--- src/rtl/sector_sep_pkg.sv ---
package sector_sep_pkg;

  localparam int unsigned SEC_W = 4;
  localparam logic [SEC_W-1:0] INDEX_LOAD = '1;

  localparam int unsigned WIN_STROBE = 0;
  localparam int unsigned WIN_GUARD  = 1;
  localparam int unsigned WIN_VALID  = 2;
  localparam int unsigned WIN_RDSYNC = 3;
  localparam int unsigned WIN_WRPRE  = 4;
  localparam int unsigned WIN_N      = 5;

  function automatic int unsigned max2(input int unsigned a, input int unsigned b);
    return (a > b) ? a : b;
  endfunction

  function automatic int unsigned span_end(input int unsigned start, input int unsigned len);
    return start + len;
  endfunction

  function automatic int unsigned bits_for(input int unsigned v);
    return (v < 2) ? 1 : $clog2(v + 1);
  endfunction

  function automatic logic [SEC_W-1:0] sector_after(input logic [SEC_W-1:0] cur);
    return cur + 1'b1;
  endfunction

endpackage

--- src/rtl/hole_edge_sync.sv ---
module hole_edge_sync (
  input  logic clk,
  input  logic rst_n,
  input  logic raw_in,
  output logic rise
);
  logic meta_q, sync_q, last_q;

  always_ff @(posedge clk or negedge rst_n) begin
    if (!rst_n) begin
      meta_q <= 1'b0;
      sync_q <= 1'b0;
      last_q <= 1'b0;
    end else begin
      meta_q <= raw_in;
      sync_q <= meta_q;
      last_q <= sync_q;
    end
  end

  assign rise = sync_q & ~last_q;
endmodule

--- src/rtl/span_decode.sv ---
module span_decode #(
  parameter int unsigned TW    = 8,
  parameter int unsigned START = 0,
  parameter int unsigned LEN   = 1
) (
  input  logic          active,
  input  logic [TW-1:0] elapsed,
  output logic          open
);
  localparam logic [TW-1:0] S_V = TW'(START);
  localparam logic [TW-1:0] E_V = TW'(START + LEN);

  assign open = active && (elapsed >= S_V) && (elapsed < E_V);
endmodule

--- src/rtl/boundary_timer.sv ---
module boundary_timer
  import sector_sep_pkg::*;
#(
  parameter int unsigned STROBE_CYC    = 20,
  parameter int unsigned GUARD_CYC     = 187500,
  parameter int unsigned VALID_DLY_CYC = 4,
  parameter int unsigned VALID_CYC     = 600,
  parameter int unsigned RD_SYNC_CYC   = 14000,
  parameter int unsigned WR_PRE_CYC    = 24000
) (
  input  logic             clk,
  input  logic             rst_n,
  input  logic             restart,
  output logic [WIN_N-1:0] win
);
  localparam int unsigned LIMIT =
    max2(max2(max2(STROBE_CYC, GUARD_CYC), span_end(VALID_DLY_CYC, VALID_CYC)),
         max2(RD_SYNC_CYC, WR_PRE_CYC));
  localparam int unsigned TW = bits_for(LIMIT);
  localparam logic [TW-1:0] LIMIT_V = TW'(LIMIT);

  localparam int unsigned W_START [WIN_N] = '{0, 0, VALID_DLY_CYC, 0, 0};
  localparam int unsigned W_LEN   [WIN_N] = '{STROBE_CYC, GUARD_CYC, VALID_CYC,
                                              RD_SYNC_CYC, WR_PRE_CYC};

  logic          active_q;
  logic [TW-1:0] elapsed_q;

  always_ff @(posedge clk or negedge rst_n) begin
    if (!rst_n) begin
      active_q  <= 1'b0;
      elapsed_q <= '0;
    end else if (restart) begin
      active_q  <= 1'b1;
      elapsed_q <= '0;
    end else if (active_q && (elapsed_q != LIMIT_V)) begin
      elapsed_q <= elapsed_q + 1'b1;
    end
  end

  for (genvar g = 0; g < WIN_N; g++) begin : g_win
    span_decode #(.TW(TW), .START(W_START[g]), .LEN(W_LEN[g])) dec_i (
      .active (active_q),
      .elapsed(elapsed_q),
      .open   (win[g])
    );
  end
endmodule

--- src/rtl/sector_counter.sv ---
module sector_counter
  import sector_sep_pkg::*;
(
  input  logic             clk,
  input  logic             rst_n,
  input  logic             sec_evt,
  input  logic             idx_evt,
  output logic [SEC_W-1:0] count,
  output logic             locked
);
  always_ff @(posedge clk or negedge rst_n) begin
    if (!rst_n) begin
      count  <= '0;
      locked <= 1'b0;
    end else if (idx_evt) begin
      count  <= INDEX_LOAD;
      locked <= 1'b1;
    end else if (sec_evt) begin
      count  <= sector_after(count);
    end
  end
endmodule

--- src/rtl/sector_hole_tracker.sv ---
module sector_hole_tracker
  import sector_sep_pkg::*;
#(
  parameter int unsigned STROBE_CYC    = 20,
  parameter int unsigned GUARD_CYC     = 187500,
  parameter int unsigned VALID_DLY_CYC = 4,
  parameter int unsigned VALID_CYC     = 600,
  parameter int unsigned RD_SYNC_CYC   = 14000,
  parameter int unsigned WR_PRE_CYC    = 24000
) (
  input  logic       clk,
  input  logic       rst_n,
  input  logic       hole_in,
  output logic       sec_strobe_n,
  output logic       sec_valid,
  output logic [3:0] sec_num,
  output logic       locked,
  output logic       rd_sync_win,
  output logic       wr_pre_win
);
  logic             hole_rise;
  logic             guard_open;
  logic             sec_evt;
  logic             idx_evt;
  logic [WIN_N-1:0] win;

  hole_edge_sync sync_i (
    .clk   (clk),
    .rst_n (rst_n),
    .raw_in(hole_in),
    .rise  (hole_rise)
  );

  // A hole edge inside the guard of the last sector hole is the index.
  assign guard_open = win[WIN_GUARD];
  assign idx_evt    = hole_rise &  guard_open;
  assign sec_evt    = hole_rise & ~guard_open;

  boundary_timer #(
    .STROBE_CYC   (STROBE_CYC),
    .GUARD_CYC    (GUARD_CYC),
    .VALID_DLY_CYC(VALID_DLY_CYC),
    .VALID_CYC    (VALID_CYC),
    .RD_SYNC_CYC  (RD_SYNC_CYC),
    .WR_PRE_CYC   (WR_PRE_CYC)
  ) timer_i (
    .clk    (clk),
    .rst_n  (rst_n),
    .restart(sec_evt),
    .win    (win)
  );

  sector_counter cnt_i (
    .clk    (clk),
    .rst_n  (rst_n),
    .sec_evt(sec_evt),
    .idx_evt(idx_evt),
    .count  (sec_num),
    .locked (locked)
  );

  assign sec_strobe_n = ~win[WIN_STROBE];
  assign sec_valid    = win[WIN_VALID];
  assign rd_sync_win  = win[WIN_RDSYNC];
  assign wr_pre_win   = win[WIN_WRPRE];
endmodule

--- config.mk ---
export PLATFORM = sky130hd
export DESIGN_NAME = sector_hole_tracker
export DESIGN_NICKNAME = d
export VERILOG_FILES = /design/src/rtl/sector_sep_pkg.sv /design/src/rtl/hole_edge_sync.sv /design/src/rtl/span_decode.sv /design/src/rtl/boundary_timer.sv /design/src/rtl/sector_counter.sv /design/src/rtl/sector_hole_tracker.sv
export SDC_FILE = /design/constraint.sdc
export NUM_CORES = 1
export LEC_CHECK = 0
export BUFFER_PORTS_ARGS = -buffer_cell sky130_fd_sc_hd__buf_2
export CORE_ASPECT_RATIO = 1.2
export CORE_MARGIN = 2
export CORE_UTILIZATION = 58
export CTS_CLUSTER_SIZE = 8
export DETAILED_ROUTE_END_ITERATION = 12
export GPL_TIMING_DRIVEN = 0
export PLACE_DENSITY = 0.77
export SYNTH_ARGS = -nofsm -noshare
export SYNTH_HDL_FRONTEND = slang
export SYNTH_SLANG_ARGS = --single-unit
--- constraint.sdc ---
create_clock -name clk -period 2.1 [get_ports clk]
set_input_delay 0.21 -clock clk [delete_from_list [all_inputs] [get_ports clk]]
set_output_delay 0.21 -clock clk [all_outputs]
set_load 0.01 [all_outputs]
==> summary.txt, run 1 <==
Status
  – Status: finished, violations left
  – Failing checks: negative setup slack

Synth
  – #FFs+latches synth: 27
  – Cell area after synthesis: 1520 µm²
  – Async SR Flop Fraction: 1.00
  – Post-synth EDFFs: 0
  – Sequential fraction of the synthesis area: 0.446
  – Syn Area/Cell: 9.19 µm²
  – Post-synthesis net count: 171
  – Ys flop type: dfrtp_1
  – Largest cells by area after synthesis: dfrtp_1 (45%), nor2_1 (5.7%), xnor2_1 (3.5%), xor2_1 (3.5%), a21oi_1 (3.3%)
  – Cell taking the most area after synthesis: dfrtp_1
  – Synth top area share: 0.446
  – Synth warn: 0
  – Cell with the most instances after synthesis: dfrtp_1
  – Netlist cell types: 45
  – Mapped Cells: 165
  – Most frequent cells after synthesis: dfrtp_1 (27), nor2_1 (23), a21oi_1 (10)

Global routing
  – First-pass GRT wire length: 5.06 mm
  – Initial antenna violation count: 0
  – Largest net degree at the start of global routing: 28
  – Vias in the first global route: 1108
  – Grt ovf: 0
  – GRT Total Usage: 0.222

Layout
  – Final net count: 198
  – Final Instance Area: 1750 µm²
  – ANT cells: 0
  – Layout cells sized above 1: 0.267
  – Area delta synth->final: 15.1%
  – Cell Count, Final, Fillers Out: 224
  – Layout fillers: 213

Min path
  – Min-Delay Endpoint: sync_i.sync_q
  – Worst Hold Launch: sync_i.meta_q
  – Worst hold path type: flip-flop to flip-flop
  – Hold Path Depth: 0

Drt
  – Vias per cell: 5.78
  – Initial DRC Count: 23
  – Routed wire length: 3.08 mm
  – Drt drc: 0
  – Per-cell routed wire length: 13.7 µm
  – DR vias: 1295
  – Iteration count of the initial detailed-routing pass: 4
  – Remaining antenna violation count: 0

Worst setup path
  – Reg2reg end: timer_i.elapsed_q[11]
  – RR Startpoint: timer_i.elapsed_q[17]
  – Crit start category: flip-flop
  – Crit Path Class: flip-flop to output pin
  – Arr. time, crit path: 2.02 ns
  – CP Capture Type: output pin
  – Reg2Reg Depth: 8
  – Worst-path maximum fanout: 3
  – Reg2reg setup slack: 0.06 ns
  – CP required: 1.89 ns

Timing
  – Minimum clock period: 2.23 ns
  – Setup-failing EPs final: 1
  – Setup ws final: -0.127 ns
  – Worst clock skew: 0.00534 ns
  – Min Hold Slack: 0.375 ns
  – Worst slew margin: 0.616
  – Final Max Slew Viols: 0
  – RSZ-0062 raised after global routing: yes
  – Worst Tran Pin Value: 0.576 ns
  – Final worst path period share: 1.06
  – Fin. Hold Viols: 0
  – Achievable Freq: 449 MHz

Clock network
  – CTS Sinks: 27
  – CTS H-Tree Depth: 1
  – Root buffer cell: clkbuf_4
  – CTS clk-pin slew, worst paths: 0.16 ns
  – CTS Buffer Depth: 2
  – CTS tree: done
  – Num CTS Buffers: 3
  – Clk_lat worst skew: 0.33 ns

Floorplan
  – Starting Density: 0.606
  – Rows: 20
  – Die outline height: 60.0 µm
  – Core area: 2500 µm²
  – Num ports: 12
  – Die footprint: 3040 µm²
  – Die X: 50.7 µm

Place
  – Detailed Place HPWL: 2.06 mm
  – Buffers added on ports: 11
  – Placed Area: 1610 µm²
  – Cell count after placement: 209
  – GP Congestion: 0.911

Power and ir drop
  – Power density cells: 776 nW/µm²
  – Leakage power: 0.767 nW
  – Peak supply drop: 0.000848 V

Job
  – Max Cap Violations: 0
==> critical path, cell delays in order (launching register included) <==
cell	delay, ns
dfrtp_2	0.46
or4_4	0.53
nor2_2	0.09
nand2_1	0.07
or4_1	0.39
buf_2	0.15
==> how the worst max path moves through the flow <==
stage                    to  slack [ns]                  start
6_report       sec_strobe_n       -0.13  timer_i.elapsed_q[15]
5_1_grt        sec_strobe_n       -0.21  timer_i.elapsed_q[15]
4_1_cts        sec_strobe_n       -0.17  timer_i.elapsed_q[16]
3_5_place_dp   sec_strobe_n       -0.04       timer_i.active_q
3_3_place_gp   sec_strobe_n       -0.02       timer_i.active_q
2_1_floorplan  sec_strobe_n        0.19       timer_i.active_q
==> stage by stage <==
step | util | power, W | setup WS [ns] | setup TNS [ns]
floorplan | - | 0.000997 | 0.190 | 0
global placement | 0.645 | 0.00109 | -0.0237 | -0.0237
detailed placement | 0.645 | 0.00111 | -0.0406 | -0.0406
CTS | 0.677 | 0.00136 | -0.168 | -0.191
global route | 0.698 | 0.00146 | -0.212 | -0.372
finish | 0.698 | 0.00136 | -0.127 | -0.127
==> registers in the layout, summed over array words and instances (netlist names) <==
| name | cells |
|---|---|
| timer_i.elapsed_q | 18 |
| sync_i.sync_q | 1 |
| cnt_i.count | 4 |
| timer_i.active_q | 1 |
| sync_i.last_q | 1 |
| cnt_i.locked | 1 |
| sync_i.meta_q | 1 |
==> routing by layer <==
metal / GRT usage / wire [µm] / vias to the layer above
li1: - / - / 634
met3: 0.0325 / 119 / 8
met2: 0.370 / 1510 / 31
met1: 0.285 / 1380 / 622
met4: 0.104 / 64 / 0
met5: 0 / 0 / -
==> cell families (layout without fill, tap and decap cells) <==
| logic type | after synthesis | count (layout) | share of synthesized area |
|---|---|---|---|
| flip-flops | 27 | 27 | 0.446 |
| XOR/XNOR | 12 | 12 | 0.0693 |
| multiplexers | 1 | 1 | 0.00660 |
| buffers and inverters | 21 | 47 | 0.0652 |
| AO/OA/AOI/OAI | 33 | 33 | 0.146 |
| adder cells (fa/ha/maj) | 3 | 3 | 0.0248 |
| AND/OR/NAND/NOR | 68 | 68 | 0.243 |
==> cells in the final DEF (no fill, tap or decap), types with 2 or more instances in the layout <==
cell	n
a21o_1	2
a21oi_1	10
a31o_2	2
buf_2	17
buf_4	12
clkbuf_1	3
clkbuf_4	3
dfrtp_1	24
dfrtp_2	3
dlygate4sd3_1	2
ha_1	3
inv_1	7
nand2_1	8
nand3_1	7
nand4_1	5
nand4b_1	2
nor2_1	23
nor2b_1	2
nor4_1	4
o21ai_0	7
o31ai_1	2
or3_2	2
or4_1	3
or4_4	2
xnor2_1	6
xor2_1	6
==> final cells by class <==
| type | count | area, µm² | area share |
|---|---|---|---|
| multi-input combinational | 117 | 753 | 0.432 |
| sequential | 27 | 679 | 0.389 |
| timing repair buffer | 22 | 143 | 0.0817 |
| buffer | 13 | 68.8 | 0.0394 |
| tap | 33 | 41.3 | 0.0237 |
| inverter | 8 | 30.0 | 0.0172 |
| clock buffer | 3 | 22.5 | 0.0129 |
| clock inverter | 1 | 7.51 | 0.00430 |
==> power by group <==
part / internal [W] / switching (W)
combinational: 0.000215 / 0.000275
clock: 0.0000730 / 0.000164
sequential: 0.000589 / 0.0000391
total: 0.000877 / 0.000478
==> repair_timing <==
item	CTS	global route
pin swaps	3	4
buffers inserted	4	5
hold buffers	2	0
endpoints found under the hold margin	28	0
resized for setup	1	4
endpoints found under the setup margin	3	23
No activity file was read; power rests on OpenSTA's default activity.
==> run 2: changes to the inputs <==
REMOVE_ABC_BUFFERS = 1   (was default)
==> summary.txt, run 2 (same netlist as run 1, synthesis figures left out) <==
Drt
  – Iteration count of the initial detailed-routing pass: 4
  – DR vias: 1268
  – Vias per cell: 5.95
  – Routed wire length: 3.17 mm
  – Per-cell routed wire length: 14.9 µm
  – Remaining antenna violation count: 0
  – Initial DRC Count: 52
  – Drt drc: 0

Clock network
  – Num CTS Buffers: 3
  – CTS tree: done
  – Clk_lat worst skew: 0.31 ns
  – CTS Sinks: 27
  – CTS clk-pin slew, worst paths: 0.13 ns
  – CTS Buffer Depth: 2
  – CTS H-Tree Depth: 1
  – Root buffer cell: clkbuf_4

Layout
  – Commonest non-fill, non-tap cell in the layout: nor2_1
  – Area delta synth->final: 12.1%
  – Max reg flops: 18
  – ANT cells: 0
  – Biggest regs: timer_i.elapsed_q (18), cnt_i.count (4)
  – Layout cells sized above 1: 0.250
  – Commonest cells after routing, fill and taps aside: nor2_1 (23), dfrtp_1 (22), buf_2 (11), buf_4 (11), a21oi_1 (10)
  – Top reg by flops: timer_i.elapsed_q
  – Final net count: 187
  – Final Instance Area: 1700 µm²

Place
  – Placed Area: 1540 µm²
  – Detailed Place HPWL: 2.06 mm
  – GP Congestion: 0.873
  – Buffers added on ports: 11

Status
  – Status: finished, violations left
  – Failing checks: negative setup slack

Worst setup path
  – Buffer and inverter count on the worst path: 1
  – Arr. time, crit path: 2.03 ns
  – Cell Chain, Critical Path: or4_4, nor2_4, nand2_2, or4_1, buf_2
  – CP required: 1.89 ns
  – Top cell family by delay on the critical path: simple AND/OR/NAND/NOR gates
  – CP Capture Type: output pin
  – Biggest cell delay along the critical path: 0.57 ns
  – Crit Path Class: flip-flop to output pin
  – Worst path slowest cell: or4_4
  – Worst-path maximum fanout: 2
  – Crit start category: flip-flop

Job
  – Max Cap Violations: 0

Floorplan
  – Die X: 50.7 µm
  – Starting Density: 0.606
  – Core area: 2500 µm²
  – Die outline height: 60.0 µm
  – Num ports: 12
  – Rows: 20
  – Die footprint: 3040 µm²

Global routing
  – Grt ovf: 0
  – Vias in the first global route: 1187
  – GRT Total Usage: 0.227
  – First-pass GRT wire length: 5.19 mm
  – Largest net degree at the start of global routing: 28
  – Initial antenna violation count: 0

Timing
  – Worst clock skew: 0.00158 ns
  – Minimum clock period: 2.24 ns
  – Worst Tran Pin Value: 0.595 ns
  – Final worst path period share: 1.07
  – Setup ws final: -0.137 ns
  – Final Max Slew Viols: 0
  – Setup-failing EPs final: 2
  – Worst slew margin: 0.603
  – Fin. Hold Viols: 0
  – TNS Setup: -0.188 ns
  – Achievable Freq: 447 MHz
  – RSZ-0062 raised after global routing: yes

Min path
  – Worst hold path type: flip-flop to flip-flop

Power and ir drop
  – Leakage power: 0.727 nW
  – Power density cells: 801 nW/µm²
  – Peak supply drop: 0.000621 V
run 2: changes by cell type in the layout (fill, tap and decap cells not counted), moves of 2 or more:
cell,previous run,this run
clkbuf_1,3,1
dfrtp_1,24,22
dfrtp_2,3,5
buf_2,17,11
run 2: worst paths after layout:
kind | startpoint | slack (ns) | cells past startpoint | to
worst max register to register | timer_i.elapsed_q[7] | 0.13 | 4 | timer_i.elapsed_q[1]
worst min register to register | sync_i.meta_q | 0.37 | 0 | sync_i.sync_q
min in group asynchronous | rst_n | 0.42 | 2 | timer_i.elapsed_q[5]
worst min-delay path | sync_i.meta_q | 0.37 | 0 | sync_i.sync_q
max in group asynchronous | rst_n | 1.26 | 2 | timer_i.active_q
worst max-delay path | timer_i.elapsed_q[17] | -0.14 | 5 | sec_strobe_n
run 2: cell type report:
type | instances | area [µm²]
inverters | 8 | 30.0
well taps | 33 | 41.3
flip-flops and latches | 27 | 682
clock buffers | 4 | 26.3
repair buffers | 24 | 158
multi-input cells | 117 | 763
fillers | 202 | 802
run 2: worst register-to-register path: stages, from the launching register on:
cell	delay [ns]
dfrtp_1	0.49
nor4_1	0.57
a41o_1	0.49
mux2i_1	0.25
nor2_1	0.06
run 2: report_power, final:
part / switching, W / internal (W) / total (W) / leakage [nW]
combinational: 0.000202 / 0.000218 / 0.000420 / 0.390
sequential: 0.000131 / 0.000597 / 0.000728 / 0.323
clock: 0.000140 / 0.0000741 / 0.000214 / 0.0150
total: 0.000474 / 0.000889 / 0.00136 / 0.727
run 2: repair_timing:
item,in CTS,in global routing
setup endpoints to repair,23,3
pin swaps,2,0
resized for setup,4,6
setup buffers,5,6
hold buffers,2,0
endpoints found under the hold margin,28,0
run 2: through the flow:
step,total power (W),hold slack (ns),util,cells,setup slack [ns]
floorplan,0.000943,-0.0856,-,152,0.166
global placement,0.00103,0.238,0.617,196,-0.404
detailed placement,0.00106,0.251,0.617,196,-0.460
CTS,0.00129,0.381,0.655,207,-0.128
global route,0.00148,0.398,0.680,213,-0.198
finish,0.00136,0.373,0.680,213,-0.137
run 2: routing by layer:
metal | track usage | wire length, µm
met1 | 0.285 | 1380
met2 | 0.406 | 1640
met3 | 0.0225 | 139
met4 | 0.0888 | 19
met5 | 0 | 0
==> run 3: changes to the inputs <==
RECOVER_POWER = 100   (was default)
==> summary.txt, run 3 (same netlist as run 1, synthesis figures left out) <==
Floorplan
  – Rows: 20
  – Die footprint: 3040 µm²
  – Num ports: 12
  – Starting Density: 0.606
  – Die outline height: 60.0 µm
  – Core area: 2500 µm²
  – Die X: 50.7 µm

Clock network
  – CTS Buffer Depth: 2
  – Num CTS Buffers: 3
  – Root buffer cell: clkbuf_4
  – CTS clk-pin slew, worst paths: 0.13 ns
  – CTS tree: done
  – CTS Sinks: 27
  – Clk_lat worst skew: 0.31 ns
  – CTS H-Tree Depth: 1

Layout
  – Commonest cells after routing, fill and taps aside: nor2_1 (23), dfrtp_1 (22), buf_4 (11)
  – Layout cells sized above 1: 0.211
  – Final net count: 187
  – Layout fillers: 208
  – Biggest regs: timer_i.elapsed_q (18), cnt_i.count (4)
  – ANT cells: 0
  – Area delta synth->final: 11.6%
  – Top reg by flops: timer_i.elapsed_q
  – Commonest non-fill, non-tap cell in the layout: nor2_1
  – Max reg flops: 18

Place
  – Buffers added on ports: 11
  – GP Congestion: 0.873
  – Detailed Place HPWL: 2.06 mm

Timing
  – RSZ-0062 raised after global routing: yes
  – Worst Tran Pin Value: 1.43 ns
  – Final worst path period share: 1.06
  – TNS Setup: -0.177 ns
  – Worst clock skew: 0.00136 ns
  – Final Max Slew Viols: 0
  – Achievable Freq: 448 MHz
  – Fin. Hold Viols: 0
  – Worst slew margin: 0.0440
  – Setup-failing EPs final: 2
  – Setup ws final: -0.131 ns
  – Minimum clock period: 2.23 ns

Status
  – Status: finished, violations left
  – Failing checks: negative setup slack

Min path
  – Hold Path Depth: 0
  – Worst hold path type: flip-flop to flip-flop

Drt
  – Per-cell routed wire length: 14.8 µm
  – Remaining antenna violation count: 0
  – Drt drc: 0
  – Iteration count of the initial detailed-routing pass: 4
  – Initial DRC Count: 53
  – DR vias: 1268
  – Vias per cell: 5.95
  – Routed wire length: 3.15 mm

Worst setup path
  – Worst-path maximum fanout: 2
  – Critical path depth in cells: 5
  – CP Capture Type: output pin
  – Buffer and inverter count on the worst path: 1
  – Crit start category: flip-flop
  – Cell Chain, Critical Path: or4_4, nor2_4, nand2_2, or4_1, buf_2
  – Arr. time, crit path: 2.02 ns
  – Reg2Reg Depth: 4
  – Worst path slowest cell: or4_4
  – Crit Path Class: flip-flop to output pin
  – Biggest cell delay along the critical path: 0.57 ns
  – Top cell family by delay on the critical path: simple AND/OR/NAND/NOR gates
  – CP required: 1.89 ns

Global routing
  – Initial antenna violation count: 0
  – GRT Total Usage: 0.227
  – First-pass GRT wire length: 5.19 mm
  – Largest net degree at the start of global routing: 28
  – Vias in the first global route: 1187
  – Grt ovf: 0

Job
  – Max Cap Violations: 0

Power and ir drop
  – Power density cells: 805 nW/µm²
  – Peak supply drop: 0.000620 V
  – Total power: 0.00136 W
  – Leakage power: 0.718 nW
-- run 3: cell types whose count changed in the layout (fill, tap and decap cells not counted) --
cell      delta
buf_2        -7
clkbuf_1     +7
-- run 3: layout make-up --
type	count	area, µm²	share of cell area
clock buffers	4	26.3	0.0155
repair buffers	24	149	0.0880
flip-flops and latches	27	682	0.403
multi-input cells	117	763	0.451
inverters	8	30.0	0.0178
well taps	33	41.3	0.0244
-- run 3: worst reg2reg max path: cells and delay by family (launching register included) --
| kind | cells | cell delay (ns) |
|---|---|---|
| compound gates | 1 | 0.49 |
| mux | 1 | 0.25 |
| flops | 1 | 0.49 |
| simple gates | 2 | 0.63 |
-- run 3: final timing paths --
| path | start | to | slack (ns) |
|---|---|---|---|
| worst max register to register | timer_i.elapsed_q[7] | timer_i.elapsed_q[1] | 0.13 |
| worst min-delay path | sync_i.meta_q | sync_i.sync_q | 0.37 |
| min in group asynchronous | rst_n | timer_i.elapsed_q[5] | 0.75 |
| worst max-delay path | timer_i.elapsed_q[17] | sec_strobe_n | -0.13 |
| worst min register to register | sync_i.meta_q | sync_i.sync_q | 0.37 |
| max in group asynchronous | rst_n | timer_i.active_q | 0.42 |
-- run 3: timing repair --
action / CTS / global route
pin swaps: 2 / 0
endpoints found under the hold margin: 28 / 0
setup endpoints to repair: 23 / 3
gates resized for setup: 4 / 6
hold buffers: 2 / 0
cloned: 0 / 0
buffers inserted: 5 / 6
-- run 3: report_power, final --
| part | leakage, nW | switching [W] | internal (W) |
|---|---|---|---|
| Sequential | 0.323 | 0.000131 | 0.000597 |
| Clock | 0.0150 | 0.000140 | 0.0000741 |
| Combinational | 0.380 | 0.000202 | 0.000218 |
-- run 3: per-stage QoR --
stage | hold slack (ns) | util | setup slack, ns | instances | area (µm²)
3_5_place_dp | 0.251 | 0.617 | -0.460 | 196 | 1540
3_3_place_gp | 0.238 | 0.617 | -0.404 | 196 | 1540
5_1_grt | 0.398 | 0.676 | -0.198 | 213 | 1690
4_1_cts | 0.381 | 0.655 | -0.128 | 207 | 1640
2_1_floorplan | -0.0856 | - | 0.166 | 152 | 1450
6_report | 0.373 | 0.676 | -0.131 | 213 | 1690
-- run 3: routing by layer --
metal	vias to the layer above	part of all wire	routed length, µm	global-route usage
met5	-	0	0	0
met3	2	0.044	137	0.0225
met4	0	0.0060	19	0.0888
met2	42	0.52	1620	0.406
met1	613	0.43	1370	0.285
li1	611	-	-	-
